### config.mk
export PLATFORM = sky130hd
export DESIGN_NAME = xact_power_seq
export DESIGN_NICKNAME = d
export VERILOG_FILES = /design/src/rtl/xps_pkg.sv /design/src/rtl/xps_sync_detect.sv /design/src/rtl/xps_seq_fsm.sv /design/src/rtl/xps_hold_reg.sv /design/src/rtl/xps_event_counter.sv /design/src/rtl/xact_power_seq.sv
export SDC_FILE = /design/constraint.sdc
export NUM_CORES = 1
export LEC_CHECK = 0
export ABC_AREA = 1
export CAP_MARGIN = 20
export CORE_UTILIZATION = 45
export CTS_CLUSTER_SIZE = 28
export DETAILED_ROUTE_END_ITERATION = 6
export DONT_BUFFER_PORTS = 1
export PLACE_DENSITY = 0.59
export SLEW_MARGIN = 20
export SYNTH_ARGS = -nofsm -noshare
export SYNTH_HDL_FRONTEND = slang
export SYNTH_SLANG_ARGS = --single-unit
### constraint.sdc
create_clock -name clk -period 1.5 [get_ports clk]
set_input_delay 0.075 -clock clk [delete_from_list [all_inputs] [get_ports clk]]
set_output_delay 0.075 -clock clk [all_outputs]
set_load 0.05 [all_outputs]
### src/rtl/xps_pkg.sv
package xps_pkg;

    typedef enum logic {
        PS_IDLE   = 1'b0,
        PS_ACCESS = 1'b1
    } pwr_state_e;

endpackage

### src/rtl/xps_sync_detect.sv
module xps_sync_detect #(
    parameter int IN_W   = 16,
    parameter int STAGES = 2
) (
    input  logic            clk,
    input  logic            rst_n,
    input  logic [IN_W-1:0] bus_raw,
    input  logic            sel_raw,
    output logic [IN_W-1:0] bus_s,
    output logic            sel_s,
    output logic            change
);
    localparam int LAST = STAGES - 1;

    logic [IN_W-1:0] bus_pipe_q [STAGES];
    logic [STAGES-1:0] sel_pipe_q;
    logic [IN_W-1:0] prev_q;

    for (genvar g = 0; g < STAGES; g++) begin : g_stage
        if (g == 0) begin : g_first
            always_ff @(posedge clk or negedge rst_n) begin
                if (!rst_n) begin
                    bus_pipe_q[g] <= '0;
                    sel_pipe_q[g] <= 1'b0;
                end else begin
                    bus_pipe_q[g] <= bus_raw;
                    sel_pipe_q[g] <= sel_raw;
                end
            end
        end else begin : g_next
            always_ff @(posedge clk or negedge rst_n) begin
                if (!rst_n) begin
                    bus_pipe_q[g] <= '0;
                    sel_pipe_q[g] <= 1'b0;
                end else begin
                    bus_pipe_q[g] <= bus_pipe_q[g-1];
                    sel_pipe_q[g] <= sel_pipe_q[g-1];
                end
            end
        end
    end

    always_ff @(posedge clk or negedge rst_n) begin
        if (!rst_n) prev_q <= '0;
        else        prev_q <= bus_pipe_q[LAST];
    end

    assign bus_s  = bus_pipe_q[LAST];
    assign sel_s  = sel_pipe_q[LAST];
    assign change = |(bus_pipe_q[LAST] ^ prev_q);

endmodule

### src/rtl/xps_seq_fsm.sv
module xps_seq_fsm
    import xps_pkg::*;
#(
    parameter int SETTLE_W = 4
) (
    input  logic                clk,
    input  logic                rst_n,
    input  logic                change,
    input  logic                sel_s,
    input  logic [SETTLE_W-1:0] settle,
    output logic                arr_en,
    output logic                latch_stb,
    output logic                standby,
    output logic                wake_pulse
);
    typedef struct packed {
        pwr_state_e          st;
        logic [SETTLE_W-1:0] cnt;
        logic                en;
        logic                last;
    } seq_regs_t;

    seq_regs_t           seq_d, seq_q;
    logic [SETTLE_W-1:0] settle_eff;
    logic [SETTLE_W-1:0] cnt_inc;
    logic                wake_d;

    assign settle_eff = (settle == '0) ? SETTLE_W'(1) : settle;
    assign cnt_inc    = seq_q.cnt + SETTLE_W'(1);

    always_comb begin
        seq_d  = seq_q;
        wake_d = 1'b0;
        if (!sel_s) begin
            seq_d.st   = PS_IDLE;
            seq_d.cnt  = '0;
            seq_d.en   = 1'b0;
            seq_d.last = 1'b0;
        end else begin
            unique case (seq_q.st)
                PS_IDLE: begin
                    if (change) begin
                        seq_d.st   = PS_ACCESS;
                        seq_d.cnt  = SETTLE_W'(1);
                        seq_d.en   = 1'b1;
                        seq_d.last = (settle_eff == SETTLE_W'(1));
                        wake_d     = 1'b1;
                    end
                end
                PS_ACCESS: begin
                    if (change) begin
                        seq_d.cnt  = SETTLE_W'(1);
                        seq_d.last = (settle_eff == SETTLE_W'(1));
                    end else if (seq_q.last) begin
                        seq_d.st   = PS_IDLE;
                        seq_d.cnt  = '0;
                        seq_d.en   = 1'b0;
                        seq_d.last = 1'b0;
                    end else begin
                        seq_d.cnt  = cnt_inc;
                        seq_d.last = (cnt_inc >= settle_eff);
                    end
                end
                default: seq_d = seq_q;
            endcase
        end
    end

    always_ff @(posedge clk or negedge rst_n) begin
        if (!rst_n) begin
            seq_q.st   <= PS_IDLE;
            seq_q.cnt  <= '0;
            seq_q.en   <= 1'b0;
            seq_q.last <= 1'b0;
        end else begin
            seq_q <= seq_d;
        end
    end

    assign arr_en     = seq_q.en;
    assign standby    = (seq_q.st == PS_IDLE);
    assign latch_stb  = seq_q.last & seq_q.en & sel_s & ~change;
    assign wake_pulse = wake_d;

    // capture strobe only inside an enabled window
    a_r3_strobe_in_window: assert property (@(posedge clk) disable iff (!rst_n)
        latch_stb |-> arr_en);

    // strobe is a single-cycle pulse
    a_r3_single_pulse: assert property (@(posedge clk) disable iff (!rst_n)
        latch_stb |=> !latch_stb);

    // standby follows the capture
    a_r4_standby_after_latch: assert property (@(posedge clk) disable iff (!rst_n)
        latch_stb |=> (standby && !arr_en));

    // inactive select forces standby
    a_r7_sel_forces_idle: assert property (@(posedge clk) disable iff (!rst_n)
        !sel_s |=> (standby && !arr_en));

    // array only wakes because of a detected transition
    a_r2_wake_from_change: assert property (@(posedge clk) disable iff (!rst_n)
        $rose(arr_en) |-> $past(change));

endmodule

### src/rtl/xps_hold_reg.sv
module xps_hold_reg #(
    parameter int DATA_W = 8
) (
    input  logic              clk,
    input  logic              rst_n,
    input  logic              cap,
    input  logic [DATA_W-1:0] din,
    output logic [DATA_W-1:0] dout
);
    logic [DATA_W-1:0] hold_d, hold_q;

    always_comb begin
        hold_d = hold_q;
        if (cap) hold_d = din;
    end

    always_ff @(posedge clk or negedge rst_n) begin
        if (!rst_n) hold_q <= '0;
        else        hold_q <= hold_d;
    end

    assign dout = hold_q;

    // without a capture strobe the latched word never moves
    a_r5_hold_stable: assert property (@(posedge clk) disable iff (!rst_n)
        !cap |=> $stable(dout));

endmodule

### src/rtl/xps_event_counter.sv
module xps_event_counter #(
    parameter int CNT_W = 16
) (
    input  logic             clk,
    input  logic             rst_n,
    input  logic             inc,
    output logic [CNT_W-1:0] count
);
    logic [CNT_W-1:0] cnt_d, cnt_q;

    always_comb begin
        cnt_d = cnt_q;
        if (inc) cnt_d = cnt_q + CNT_W'(1);
    end

    always_ff @(posedge clk or negedge rst_n) begin
        if (!rst_n) cnt_q <= '0;
        else        cnt_q <= cnt_d;
    end

    assign count = cnt_q;

endmodule

### src/rtl/xact_power_seq.sv
module xact_power_seq #(
    parameter int IN_W        = 16,
    parameter int DATA_W      = 8,
    parameter int SETTLE_W    = 4,
    parameter int SYNC_STAGES = 2,
    parameter int CNT_W       = 16
) (
    input  logic                clk,
    input  logic                rst_n,
    input  logic                sel_i,
    input  logic [IN_W-1:0]     in_bus,
    input  logic [SETTLE_W-1:0] settle_cycles,
    input  logic [DATA_W-1:0]   arr_data,
    output logic                arr_en,
    output logic                latch_stb,
    output logic                standby,
    output logic [DATA_W-1:0]   held_data,
    output logic [CNT_W-1:0]    wake_count
);
    logic [IN_W-1:0] bus_s;
    logic            sel_s;
    logic            change;
    logic            wake_pulse;

    xps_sync_detect #(
        .IN_W   (IN_W),
        .STAGES (SYNC_STAGES)
    ) u_detect (
        .clk     (clk),
        .rst_n   (rst_n),
        .bus_raw (in_bus),
        .sel_raw (sel_i),
        .bus_s   (bus_s),
        .sel_s   (sel_s),
        .change  (change)
    );

    xps_seq_fsm #(
        .SETTLE_W (SETTLE_W)
    ) u_fsm (
        .clk        (clk),
        .rst_n      (rst_n),
        .change     (change),
        .sel_s      (sel_s),
        .settle     (settle_cycles),
        .arr_en     (arr_en),
        .latch_stb  (latch_stb),
        .standby    (standby),
        .wake_pulse (wake_pulse)
    );

    xps_hold_reg #(
        .DATA_W (DATA_W)
    ) u_hold (
        .clk   (clk),
        .rst_n (rst_n),
        .cap   (latch_stb),
        .din   (arr_data),
        .dout  (held_data)
    );

    xps_event_counter #(
        .CNT_W (CNT_W)
    ) u_wakes (
        .clk   (clk),
        .rst_n (rst_n),
        .inc   (wake_pulse),
        .count (wake_count)
    );

    // every rise of the enable is counted exactly once
    a_r9_count_step: assert property (@(posedge clk) disable iff (!rst_n)
        $rose(arr_en) |-> ((wake_count - $past(wake_count)) == CNT_W'(1)));

    // counter only moves together with a rising enable
    a_r5_count_quiet: assert property (@(posedge clk) disable iff (!rst_n)
        !$rose(arr_en) |-> $stable(wake_count));

endmodule

==> out/metrics.cfg <==
[grt]
grt_pass1_vias = 2173
grt_max_degree = 82
grt_pass1_wl_um = 9439
grt-ovfl-total = 0
track_usage_pct = 16.35
antenna_found_initial = 0

[timing]
setup_violations = 22
post-route-worst-setup-slack_ns = -0.2909
finalCritPeriodShare_pct = 119.4
worst_pin_slew_ns = 0.4871
slew_viol_final = 0
max-slew-margin-rel_pct = 67.53
rsz0062_at_grt = true
setup_tns_ns = -1.662
finalHoldViolCount = 81
min_period_ns = 1.791
max_freq_mhz = 558.4
fin_skew_ns = 0.004827
hold_slack_ns = -0.5895

[placed_design]
io_buffers = 0
place_hpwl_um = 3867
gp_congestion = 0.8323

[clock_tree]
clk_pin_slew_ns = 0.09
cts.hold.buffers_added = 27
clock_sinks = 81
clockBufferDepth = 2
cts_tree = built
clock_latency_ns = 0.35
cts_max_level = 3
cts_made_buffers = 9
cts_root_buf = clkbuf_8

[worst_setup_path]
critPathRequiredTime_ns = 1.42
worst_setup_path_start_kind = flip-flop
regToRegSetupSlack_ns = -0.11
crit_start = u_detect.prev_q[0]
critical_path_peak_fanout = 5
r2r_start = u_detect.prev_q[0]
worst_r2r_path_depth = 10
timing.rr.end = u_fsm.seq_q[3]
end_kind = output pin
cp.arrival_ns = 1.72
crit_type = flip-flop to output pin

[floorplan]
die_h_um = 87.39
fp.dieW_um = 87.39
core_area_um2 = 6907
io_pins = 58
fp-row-count = 30
die_area_um2 = 7636
start_util_pct = 47.50

[cells_and_area]
area_growth_pct = 31.20
drive_gt1_share_pct = 21.98
nets = 437
layout_commonest_cell = nand2_1
layout_common_cells = nand2_1 (91), dfrtp_1 (72), inv_1 (40)
n_antenna_cell = 0

[yosys]
synth_area_um2 = 3281
ys_seq_area_share_pct = 61.78
synthMuxAreaShare_pct = 0
ys_warn_count = 0
synthAdderAreaFrac_pct = 2.288
synthDistinctLibCells = 26
synth-seq-cells = 81
synth_top_family_by_area = simple AND/OR/NAND/NOR gates
synthXorXnorAreaFrac_pct = 5.072
synth_compound_area_share_pct = 3.204
synth_simple_gate_area_share_pct = 22.16
postSynthNetCount = 368
avgSynthCellArea_um2 = 9.911
synth_cells = 331

[routing]
wire_per_inst_um = 12.00
dr_total_vias = 2296
drt.antenna.violating_nets = 0
drt-met1-wl_um = 2804
wl_met2_um = 2774
top_layer = met4
dr.pass1.iters = 4
drc_errors = 0
vias_per_cell = 4.583
met3WireLength_um = 341
drtIter0Drc = 135
totalWireLength_um = 6010

[power]
p_leak_nw = 2.073
finalPower_mw = 4.906
pwr_density_cell_nw_per_um2 = 1140
ir_worst_vdd_v = 0.0009111

[worst_hold_path]
hold_class = input pin to asynchronous set/reset pin

[outcome]
violations = hold timing, setup timing
outcome = complete, but fails checks

[flow_run]
cap_viol_max_count = 0

-- layer usage --
| layer | vias to the layer above | global-route usage, % |
|---|---|---|
| li1 | 1178 | - |
| met1 | 1048 | 20.51 |
| met2 | 60 | 26.70 |
| met3 | 10 | 4.834 |
| met4 | 0 | 6.259 |
| met5 | - | 0 |
-- metrics by stage --
step / util (%) / instances / area, µm² / setup slack, ns
floorplan: - / 331 / 3344 / -0.04022
detailed placement: 53.12 / 453 / 3669 / -0.1321
global route: 62.32 / 501 / 4304 / -0.4573
CTS: 60.24 / 497 / 4160 / -0.3456
finish: 62.32 / 501 / 4304 / -0.2909
global placement: 53.12 / 453 / 3669 / -0.08789
-- timing repair --
| action | CTS | global route |
|---|---|---|
| endpoints found under the setup margin | 9 | 32 |
| resized for setup | 2 | 19 |
| endpoints found under the hold margin | 107 | 81 |
| cloned | 0 | 1 |
| setup buffers | 1 | 3 |
| pin swaps | 1 | 8 |
-- logic make-up (layout without fill, tap and decap cells) --
kind of cell	Yosys count	count (layout)
adders and majority gates	6	6
DFF	81	81
AOI/OAI and AO/OA	16	16
buffers and inverters	45	119
and+or+nand+nor	164	164
xor gates and xnor gates	19	19
-- cell usage after synthesis (all sizes together) --
cell,number,area (µm²)
nor4,1,6.260
clkinv,1,3.750
dfrtp,81,2027
inv,42,157.6
nand3,27,135.1
nand4,3,18.77
a21oi,3,15.01
ha,6,75.07
buf,2,18.77
or2,1,6.260
xor2,12,105.1
o21bai,1,7.510
nand3b,1,7.510
nor3,9,55.05
xnor2,7,61.31
o21ai,12,82.57
nor2,28,127.6
nand2,94,370.4
-- cell type report --
class,instances,area [µm²]
Tap cell,96,120.1
Fill cell,572,2603
Timing Repair Buffer,60,566.8
Inverter,43,170.2
Multi-Input combinational cell,205,1201
Clock inverter,7,83.83
Clock buffer,9,123.9
Sequential cell,81,2038
-- worst max path at each step --
stage                           endpoint
after floorplan           u_fsm.seq_q[0]
final                          latch_stb
after detailed placement  u_fsm.seq_q[0]
after global placement    u_fsm.seq_q[0]
after global routing           latch_stb
after CTS                      latch_stb
-- registers in the layout, indices dropped and copies added, names as in the netlist --
| register | flops |
|---|---|
| u_detect.bus_pipe_q | 16 |
| u_detect.bus_s | 16 |
| u_detect.prev_q | 16 |
| u_detect.sel_pipe_q | 1 |
| u_detect.sel_s | 1 |
| u_fsm.arr_en | 1 |
| u_fsm.seq_q | 6 |
| u_hold.dout | 8 |
| u_wakes.count | 16 |
-- worst max-delay path, cell delays in order, from the launching register on --
cell	delay, ns
dfrtp_1	0.39
nor2_1	0.12
nor2_1	0.06
nor2_1	0.09
nand2_1	0.09
nor2_4	0.15
nand2_4	0.09
nor4_4	0.20
buf_12	0.18
-- report_power, final --
part / internal (mW) / switching, mW
Clock: 0.801 / 0.857
Sequential: 2.33 / 0.138
Combinational: 0.302 / 0.477
Total: 3.43 / 1.47
Power figures use the tool's default switching activity.
